## src/rtl/spi_div_pkg.sv

```systemverilog
package spi_div_pkg;

    // Division scheme; the encoding matches the mode_lin_i pin.
    typedef enum logic {
        DIV_EXP = 1'b0,
        DIV_LIN = 1'b1
    } div_mode_e;

    // Registered state of the edge generator.
    typedef struct packed {
        logic sclk;
        logic idle;
        logic lead;
        logic trail;
    } edge_state_t;

endpackage

```

## src/rtl/spi_div_ratio.sv

```systemverilog
module spi_div_ratio
    import spi_div_pkg::*;
#(
    parameter int LIN_W = 8,
    parameter int EXP_W = 4,
    parameter int CNT_W = 16
) (
    input  logic             mode_lin_i,
    input  logic [LIN_W-1:0] lin_div_i,
    input  logic [EXP_W-1:0] exp_div_i,
    output logic [CNT_W-1:0] half_len_o
);
    localparam int EXP_MAX = (1 << EXP_W) - 1;
    localparam logic [CNT_W-1:0] ONE = CNT_W'(1);

    logic [CNT_W-1:0] lin_len;
    logic [CNT_W-1:0] exp_len;
    div_mode_e        mode;

    assign mode    = div_mode_e'(mode_lin_i);
    assign lin_len = {{(CNT_W-LIN_W){1'b0}}, lin_div_i} + ONE;

    // Power-of-two half length: one-hot decode of the exponent field.
    for (genvar g = 0; g <= EXP_MAX; g++) begin : g_exp_bit
        assign exp_len[g] = (exp_div_i == EXP_W'(g));
    end
    if (CNT_W > EXP_MAX + 1) begin : g_exp_pad
        assign exp_len[CNT_W-1:EXP_MAX+1] = '0;
    end

    always_comb begin
        unique case (mode)
            DIV_LIN: half_len_o = lin_len;
            default: half_len_o = exp_len;
        endcase
    end

endmodule

```

## src/rtl/spi_div_timer.sv

```systemverilog
module spi_div_timer #(
    parameter int CNT_W = 16
) (
    input  logic             clk_i,
    input  logic             rst_ni,
    input  logic             run_i,
    input  logic [CNT_W-1:0] half_len_i,
    output logic             wrap_o,
    output logic [CNT_W-1:0] cnt_o,
    output logic [CNT_W-1:0] half_o
);
    localparam logic [CNT_W-1:0] ONE = CNT_W'(1);

    typedef struct packed {
        logic [CNT_W-1:0] cnt;
        logic [CNT_W-1:0] half;
    } timer_state_t;

    timer_state_t st_d, st_q;
    logic         at_end;

    assign at_end = (st_q.cnt == (st_q.half - ONE));
    assign wrap_o = run_i && at_end;
    assign cnt_o  = st_q.cnt;
    assign half_o = st_q.half;

    always_comb begin
        st_d = st_q;
        if (!run_i) begin
            st_d.cnt  = '0;
            st_d.half = half_len_i;
        end else if (at_end) begin
            // Half-period boundary: the only point where a new length is taken.
            st_d.cnt  = '0;
            st_d.half = half_len_i;
        end else begin
            st_d.cnt  = st_q.cnt + ONE;
        end
    end

    always_ff @(posedge clk_i or negedge rst_ni) begin
        if (!rst_ni) begin
            st_q.cnt  <= '0;
            st_q.half <= ONE;
        end else begin
            st_q <= st_d;
        end
    end

endmodule

```

## src/rtl/spi_div_edge.sv

```systemverilog
module spi_div_edge
    import spi_div_pkg::*;
(
    input  logic clk_i,
    input  logic rst_ni,
    input  logic run_i,
    input  logic idle_lvl_i,
    input  logic wrap_i,
    output logic sclk_o,
    output logic idle_o,
    output logic lead_o,
    output logic trail_o
);
    edge_state_t st_d, st_q;

    always_comb begin
        st_d       = st_q;
        st_d.lead  = 1'b0;
        st_d.trail = 1'b0;
        if (!run_i) begin
            st_d.sclk = idle_lvl_i;
            st_d.idle = idle_lvl_i;
        end else if (wrap_i) begin
            st_d.sclk  = ~st_q.sclk;
            st_d.lead  = (st_q.sclk == st_q.idle);
            st_d.trail = (st_q.sclk != st_q.idle);
        end
    end

    always_ff @(posedge clk_i or negedge rst_ni) begin
        if (!rst_ni) begin
            st_q <= '0;
        end else begin
            st_q <= st_d;
        end
    end

    assign sclk_o  = st_q.sclk;
    assign idle_o  = st_q.idle;
    assign lead_o  = st_q.lead;
    assign trail_o = st_q.trail;

endmodule

```

## src/rtl/spi_sclk_divgen.sv

```systemverilog
module spi_sclk_divgen #(
    parameter int LIN_W = 8,
    parameter int EXP_W = 4
) (
    input  logic             clk_i,
    input  logic             rst_ni,
    input  logic             run_i,
    input  logic             idle_lvl_i,
    input  logic             mode_lin_i,
    input  logic [LIN_W-1:0] lin_div_i,
    input  logic [EXP_W-1:0] exp_div_i,
    output logic             sclk_o,
    output logic             lead_o,
    output logic             trail_o
);
    localparam int EXP_TOP = (1 << EXP_W);
    localparam int CNT_W   = (LIN_W + 1 > EXP_TOP) ? LIN_W + 1 : EXP_TOP;

    logic [CNT_W-1:0] half_len;
    logic [CNT_W-1:0] tmr_cnt;
    logic [CNT_W-1:0] tmr_half;
    logic             wrap;
    logic             idle_q;

    spi_div_ratio #(
        .LIN_W (LIN_W),
        .EXP_W (EXP_W),
        .CNT_W (CNT_W)
    ) u_ratio (
        .mode_lin_i (mode_lin_i),
        .lin_div_i  (lin_div_i),
        .exp_div_i  (exp_div_i),
        .half_len_o (half_len)
    );

    spi_div_timer #(
        .CNT_W (CNT_W)
    ) u_timer (
        .clk_i      (clk_i),
        .rst_ni     (rst_ni),
        .run_i      (run_i),
        .half_len_i (half_len),
        .wrap_o     (wrap),
        .cnt_o      (tmr_cnt),
        .half_o     (tmr_half)
    );

    spi_div_edge u_edge (
        .clk_i      (clk_i),
        .rst_ni     (rst_ni),
        .run_i      (run_i),
        .idle_lvl_i (idle_lvl_i),
        .wrap_i     (wrap),
        .sclk_o     (sclk_o),
        .idle_o     (idle_q),
        .lead_o     (lead_o),
        .trail_o    (trail_o)
    );

endmodule

```

## config.mk

```make
export PLATFORM = sky130hd
export DESIGN_NAME = spi_sclk_divgen
export DESIGN_NICKNAME = d
export VERILOG_FILES = /design/src/rtl/spi_div_pkg.sv /design/src/rtl/spi_div_ratio.sv /design/src/rtl/spi_div_timer.sv /design/src/rtl/spi_div_edge.sv /design/src/rtl/spi_sclk_divgen.sv
export SDC_FILE = /design/constraint.sdc
export NUM_CORES = 1
export LEC_CHECK = 0
export ABC_AREA = 1
export CAP_MARGIN = 30
export CORE_UTILIZATION = 53
export CTS_BUF_LIST = sky130_fd_sc_hd__clkbuf_2
export DETAILED_ROUTE_END_ITERATION = 7
export PLACE_DENSITY = 0.78
export SYNTH_ARGS = -nofsm -noshare
export SYNTH_HDL_FRONTEND = slang
export SYNTH_HIERARCHICAL = 1
export SYNTH_SLANG_ARGS = --single-unit
```

## constraint.sdc

```tcl
create_clock -name clk_i -period 3.9 [get_ports clk_i]
set_clock_uncertainty 0.1 [all_clocks]
set_input_delay 1.17 -clock clk_i [delete_from_list [all_inputs] [get_ports clk_i]]
set_output_delay 1.17 -clock clk_i [all_outputs]
set_load 0.01 [all_outputs]
```

Word level (Yosys, flattened, before mapping)
Cells that the tools add are included.
{"block": "word_totals", "register_bits": 36, "inputBits": 17, "output_inout_bits": 3}
{"block": "op_classes", "n_addsub": 3, "n_eq_ne": 20, "muxes": 8, "n_bitwise": 1, "reduce_logical": 2}
{"operator": "two-way mux 16 bit", "count": 3}
{"operator": "== test 4 bit, second input constant", "count": 8}
{"operator": "two-way mux 32 bit", "count": 1}
{"operator": "adder 16 x 1 -> 16 bit, second input constant", "count": 1}
{"operator": "== test 16 bit", "count": 1}
{"operator": "== test 4 x 3 -> 1 bit, second input constant", "count": 4}
{"operator": "subtractor 16 x 1 -> 16 bit, second input constant", "count": 1}
{"operator": "adder 8 x 1 -> 9 bit, second input constant", "count": 1}
{"operator": "== test 4 x 2 -> 1 bit, second input constant", "count": 2}
{"operator": "== test 4 x 1 -> 1 bit, second input constant", "count": 1}
{"operator": "logical NOT 4 bit", "count": 1}
{"operator": "two-way mux 2 bit", "count": 2}
{"operator": "!= test 2 x 1 -> 1 bit, second input constant", "count": 2}
{"operator": "two-way mux 1 bit", "count": 2}
{"operator": "== test 1 bit", "count": 1}
{"operator": "logical AND 1 bit", "count": 1}
{"operator": "!= test 1 bit", "count": 1}
{"operator": "inverter 1 bit", "count": 1}

Longest topological paths before layout
Gate-level depths: netlist (run 1).
{"block": "logic_depth", "word_depth": 5, "depth_mapped": 18, "ltp_nobuf": 17}

Cells and area by module
Netlist (run 1), hierarchy kept.
{"module": "spi_div_timer", "instances": 1, "cells_each": 276, "area_per_inst_um2": 2038.2}
{"module": "spi_div_ratio", "instances": 1, "cells_each": 67, "area_per_inst_um2": 332.8}
{"module": "spi_div_edge", "instances": 1, "cells_each": 20, "area_per_inst_um2": 168.9}

Worst setup path before layout (run 1)
No wires, ideal clock.
{"block": "synth_path", "kind": "input to register", "startpoint": "input port run_i", "endpoint": "register u_edge.st_q (netlist bit u_edge/sclk_o)", "setup_time_ps": 117, "t_arrival_ps": 2171, "setup_slack_ps": 1512, "cell_stages": 7, "path_cell_list": "clkbuf_1 buf_1 inv_1 nor2_1 nand2_1 nand3_1 nand2_1"}
{"block": "synth_between", "elab_chain_cells": 2}
{"element": "start: declaration", "line": "spi_sclk_divgen.sv:7", "rtl": "input logic run_i,"}
{"element": "logical AND 1 bit", "line": "spi_div_timer.sv:23", "rtl": "assign wrap_o = run_i && at_end;"}
{"element": "net wrap", "line": "spi_sclk_divgen.sv:22", "rtl": "logic wrap;"}
{"element": "!= test 2 x 1 -> 1 bit (no source line)"}
{"element": "end signal: assignment", "line": "spi_div_edge.sv:34", "rtl": "st_q <= st_d;"}
{"element": "end: declaration", "line": "spi_div_edge.sv:14", "rtl": "edge_state_t st_d, st_q;"}
The timed path passes the listed nets, and every way through them passes these cells.
A chain may end at the register's enable or synchronous reset.

Worst setup path after layout (run 1)
{"block": "layout_path", "startpoint": "register u_edge.st_q (netlist bit u_edge/sclk_o)", "endpoint": "output port sclk_o"}
{"element": "end: declaration", "line": "spi_sclk_divgen.sv:12", "rtl": "output logic sclk_o,"}
No word-level cell between the ends.

==> metrics, run 1 <==
post-route minimum period=2.63 ns; initial cell density of the core=56.8%; initial antenna violation count=0; syn_nets=383; Die ar.=0.00507 mm²; Skew-Pair Late Insertion Delay=0.40 ns; Stages on worst setup path=1; unrepaired setup endpoints after global routing=no; main flop type after synthesis=dfrtp_1; Pwr Total=0.781 mW; M3 GR Usage=6.33%; setup repair bufs after CTS=0; YS warnings=6; Largest delay share family, worst path=buffers and inverters; fraction of layout cells with a size suffix above 1=7.59%; Peak VDD IR=186 µV; arrival time worst endpoint=1.36 ns; Die Ht=71.2 µm; grt ovf=0; GR Util met2=40.3%; Max clock buf depth=2; WP data required=2.63 ns; dominant cells by area after synthesis=dfrtp_1 (34%), nand2_1 (16%), nand3_1 (8.3%); CTS H-tree depth=2; clock root buffer=clkbuf_2; IO Port Bufs=19; final setup fails=0; hold depth=2; Filler cells=407; Total Routing Usage GR=23.9%; Tcrit/Tclk final=67.4%; run status=finished clean; Syn Area/Cell=7.00 µm²; largest net degree at the start of global routing=37; Starting DRT DRC Count=134; Synth Register Bits=36; Wirelength per Cell=12.5 µm; Slew HR=48.4%; Post-CTS Resized=0; Yosys cell types=30; post-detail-place hpwl=4180 µm; routability cong.=0.969; Vias=2354; Post-DRT Antenna Nets=0; number of antenna diodes=0; Max Freq=0.381 GHz; Crit Path Category=reg2out; final hold vios=0; via/cell ratio=5.42; Leakage=1.40 nW; area share of the largest cell type after synthesis=34.5%; Hold Crit Class=reg2reg; R2R Setup Slk=1.50 ns; TNS Setup=0 ns; Worst-path clk slew=0.16 ns; Routed WL=5430 µm; fin. max-slew vios=0; Crit Path Max Fanout=4; Layout Area Growth over Synthesis=9.26%; Reg2Reg Depth=13; fin util=62.0%; area leader, netlist=dfrtp_1; synth cell count leaders=nand2_1 (105), nor2_1 (50), nand3_1 (42); Worst-Margin Slew=0.774 ns; Seq/Total Area, Yosys=35.5%; core area=0.00447 mm²; IO Pins=20; Slowest Stage Delay on Critical Path=0.55 ns; vias in the first global route=2249; global-route wire length before repair=9540 µm; asr flop ratio synth=100%; fin nets=401; crit path cell chain=clkdlybuf4s50_1; Top Usage Layer GRT=met2; Setup crit start kind=flop; Post-CTS Hold Buffers=0; # DRC=0; CTS Sinks=36; Max stage delay cell, worst path=clkdlybuf4s50_1; die width=71.2 µm; CTS tree=done; M1 GR Usage=29.2%; pwr/cell area=281 mW/mm²; Post-synth EDFFs=0; most common cell in the netlist=nand2_1; Max Cap Viol=0; synthesized instance count=363; CTS buffer count=5; std cell rows=24; CP Buf/Inv Count=1; Setup crit end kind=primary output; Mapped Area=0.00254 mm²; TritonRoute pass-1 iters=4
## cell families after synthesis
| group | synth area share (%) |
|---|---|
| compound gates | 2.86 |
| xor+xnor | 11.0 |
| fa+ha+maj | 1.48 |
| buf+inv | 8.03 |
| flops | 35.5 |
| simple gates | 41.1 |
## power breakdown
group          internal, mW  total, mW  switching (mW)
clock network        0.0480      0.168           0.120
registers             0.389      0.407          0.0184
logic                0.0799      0.206           0.126
## cells in the final DEF (no fill, tap or decap), types with 2 or more instances in the layout
cell type,count
nor2_4,4
inv_2,3
nand2_1,105
o21ai_1,4
nand2_4,2
nand4_1,8
nor3_1,2
nand3b_1,4
o21ai_0,3
o21bai_1,2
nor4_1,3
nand2_2,4
nand3_1,42
a21oi_1,2
xnor2_1,12
o22ai_1,2
inv_1,35
nor2_2,6
clkbuf_2,7
nor2_1,50
ha_1,3
clkdlybuf4s50_1,18
xor2_1,20
dfrtp_1,35
## layer usage
| layer | up-vias | part of all wire (%) |
|---|---|---|
| met4 | 0 | 2.9 |
| met3 | 17 | 4.4 |
| met2 | 60 | 48 |
| li1 | 1178 | - |
| met5 | - | 0 |
| met1 | 1099 | 45 |
## final cells by class
class | instances | area (µm²) | area share, %
timing repair buffer | 20 | 193 | 6.94
clock buffer | 7 | 35.0 | 1.26
multi-input combinational | 280 | 1430 | 51.7
clock inverter | 1 | 3.75 | 0.135
tap | 52 | 65.1 | 2.34
sequential | 36 | 902 | 32.5
inverter | 38 | 143 | 5.14
## through the flow
| stage | hold WS [ns] | setup WS (ns) | std cells | cell area, µm² |
|---|---|---|---|---|
| global placement | 0.400 | 1.31 | 426 | 2740 |
| floorplan | 0.367 | 1.51 | 363 | 2540 |
| finish | 0.430 | 1.27 | 434 | 2780 |
| detailed placement | 0.413 | 1.27 | 426 | 2740 |
| CTS | 0.434 | 1.24 | 434 | 2780 |
| global route | 0.470 | 1.19 | 434 | 2780 |
## registers in the layout, summed over array words and instances, names as in the netlist
signal / flops
u_timer/cnt_o: 16
u_timer/half_o: 16
u_edge/idle_o: 1
u_edge/lead_o: 1
u_edge/sclk_o: 1
u_edge/trail_o: 1
## worst register-to-register path: stages, from the launching register on
cell     delay (ns)
dfstp_2        0.58
inv_1          0.08
ha_1           0.23
nand2_2        0.14
nor2_4         0.07
nand3_1        0.07
nand2_1        0.05
nor2_1         0.14
nand2_1        0.08
nor2_2         0.14
nand2_4        0.16
nand2_4        0.32
nand2_1        0.11
nand2_1        0.08
## worst paths after layout
kind	from	endpoint
max	u_edge/sclk_o	sclk_o
min	u_timer/half_o[0]	u_timer/half_o[0]
max reg2reg	u_timer/half_o[0]	u_timer/half_o[7]
min reg2reg	u_timer/half_o[0]	u_timer/half_o[0]
max in group asynchronous	rst_ni	u_edge/sclk_o
min in group asynchronous	rst_ni	u_timer/cnt_o[10]
Note: power is estimated with default switching activity, not from simulation.
==> run 2, diff against run 1 <==
--- a/config.mk
+++ b/config.mk
@@ -10,7 +10,7 @@
 export CORE_UTILIZATION = 53
 export CTS_BUF_LIST = sky130_fd_sc_hd__clkbuf_2
 export DETAILED_ROUTE_END_ITERATION = 7
-export PLACE_DENSITY = 0.78
+export PLACE_DENSITY = 0.8
 export SYNTH_ARGS = -nofsm -noshare
 export SYNTH_HDL_FRONTEND = slang
 export SYNTH_HIERARCHICAL = 1
==> constraint.sdc (replaced) <==
create_clock -name clk_i -period 2.4 [get_ports clk_i]
set_clock_uncertainty 0.1 [all_clocks]
set_input_delay 0.72 -clock clk_i [delete_from_list [all_inputs] [get_ports clk_i]]
set_output_delay 0.72 -clock clk_i [all_outputs]
set_load 0.01 [all_outputs]
==> run 2 against run 1 <==
Effect of this change:
- register-to-register slack got worse by 1.4 ns
- critical path type is now reg2reg
- largest power group unchanged
- critical path depth grew 9
- highest routed layer unchanged
- via count is 1.7% lower
- total power increased by 81%
- core utilization grew 3.0 points
- cell count grew 2.3%
- sequential cell count unchanged
- worst hold slack got worse by 0.00057 ns
==> metrics, run 2 (synthesized netlist as in run 1, its figures left out) <==
Leakage=1.45 nW; post-route minimum period=2.28 ns; # DRC=0; vias in the first global route=2135; Vias=2313; Stages on worst setup path=10; number of antenna diodes=0; CTS Sinks=36; Starting DRT DRC Count=118; fin nets=411; pwr/cell area=486 mW/mm²; Slowest Stage Delay on Critical Path=0.59 ns; Tcrit/Tclk final=94.8%; CP Buf/Inv Count=1; Die ar.=0.00507 mm²; launch point of the worst path=u_timer/half_o[0]; Peak VDD IR=189 µV; Post-CTS Hold Buffers=0; final hold vios=0; Setup crit start kind=flop; Largest delay share family, worst path=simple AND/OR/NAND/NOR gates; CTS buffer count=5; Post-DRT Antenna Nets=0; FF-to-FF End=u_edge/trail_o; IO Port Bufs=19; Total Routing Usage GR=22.6%; Max clock buf depth=2; Max Freq=0.440 GHz; fin util=65.1%; final setup fails=0; arrival time worst endpoint=2.52 ns; post-layout instance area=0.00291 mm²; Skew-Pair Late Insertion Delay=0.40 ns; TNS Setup=0 ns; die width=71.2 µm; Setup crit end kind=flop; run status=finished clean; clock root buffer=clkbuf_2; Pwr Total=1.41 mW; commonest non-fill, non-tap cell in the layout=nand2_1; Crit Path Max Fanout=6; Setup crit end=u_edge/trail_o; largest net degree at the start of global routing=37; global-route wire length before repair=9060 µm; Worst-Margin Slew=0.492 ns; routability cong.=0.904; most frequent cells in the layout=nand2_1 (105), nor2_1 (49), nand3_1 (42); initial cell density of the core=56.8%; CTS tree=done; Max Cap Viol=0; Slew HR=66.9%; TritonRoute pass-1 iters=4; post-detail-place hpwl=3940 µm; Routed WL=5410 µm; Hold Crit Class=reg2reg; grt ovf=0; Layout Area Growth over Synthesis=14.6%; Wirelength per Cell=12.2 µm; reg2reg start=u_timer/half_o[0]; area of placed instances=0.00275 mm²; CTS H-tree depth=2; via/cell ratio=5.21; crit path cell chain=inv_1, ha_2, xnor2_1, xor2_1, nand4_1, nor2_2, nand2_4, nor2_4, nand2_1, a21oi_1; Max stage delay cell, worst path=dfstp_2; core area=0.00447 mm²; initial antenna violation count=0; WP data required=2.64 ns; std cell rows=24; fraction of layout cells with a size suffix above 1=10.5%; Worst-path clk slew=0.19 ns; Reg2Reg Depth=10; Die Ht=71.2 µm; Crit Path Category=reg2reg; fin. max-slew vios=0; IO Pins=20; R2R Setup Slk=0.12 ns
[run 2: worst min path at each step]
stage | from | endpoint | cells after the start
floorplan | rst_ni | u_edge/idle_o | 0
global placement | u_timer/half_o[0] | u_timer/half_o[0] | 2
detailed placement | u_timer/cnt_o[0] | u_timer/cnt_o[0] | 1
CTS | u_timer/cnt_o[0] | u_timer/cnt_o[0] | 1
global route | u_timer/half_o[0] | u_timer/half_o[0] | 2
finish | u_timer/cnt_o[0] | u_timer/cnt_o[0] | 1
[run 2: metrics by stage]
| stage | cells | hold slack, ns | setup WS [ns] |
|---|---|---|---|
| 3_3_place_gp | 427 | 0.400 | 0.0817 |
| 6_report | 444 | 0.429 | 0.125 |
| 3_5_place_dp | 427 | 0.408 | 0.0210 |
| 5_1_grt | 444 | 0.469 | -0.0110 |
| 2_1_floorplan | 363 | 0.324 | 0.173 |
| 4_1_cts | 435 | 0.432 | 0.0291 |
[run 2: worst reg2reg max path, delay by kind of cell (launching register included)]
kind	cells	cell delay (ns)
simple gates	5	0.77
flops	1	0.59
xor+xnor	2	0.34
fa+ha+maj	1	0.22
compound gates	1	0.14
buf+inv	1	0.08
[run 2: layout make-up]
| class | count | area, µm² |
|---|---|---|
| clock inverters | 3 | 42.5 |
| fillers | 384 | 1560 |
| multi-input cells | 281 | 1470 |
| well taps | 52 | 65.1 |
| flip-flops and latches | 36 | 902 |
| repair buffers | 29 | 265 |
| inverters | 38 | 143 |
| clock buffers | 5 | 25.0 |
[run 2: what timing repair did]
action,4_1_cts,5_1_grt
setup buffers,0,8
cloned,0,1
endpoints found under the setup margin,2,34
pin swaps,0,4
gates resized for setup,2,4
[run 2: power by group]
group          switching [mW]  internal (mW)
Combinational           0.219          0.150
Clock                   0.210          0.174
Sequential             0.0292          0.632
[run 2: layer usage]
metal	up-vias	routed length (µm)	part of all wire, %	track usage [%]
met4	0	167	3.1	9.11
met2	52	2520	47	38.4
met1	1045	2570	47	28.8
li1	1200	-	-	-
met3	16	162	3.0	3.80
met5	-	0	0	0
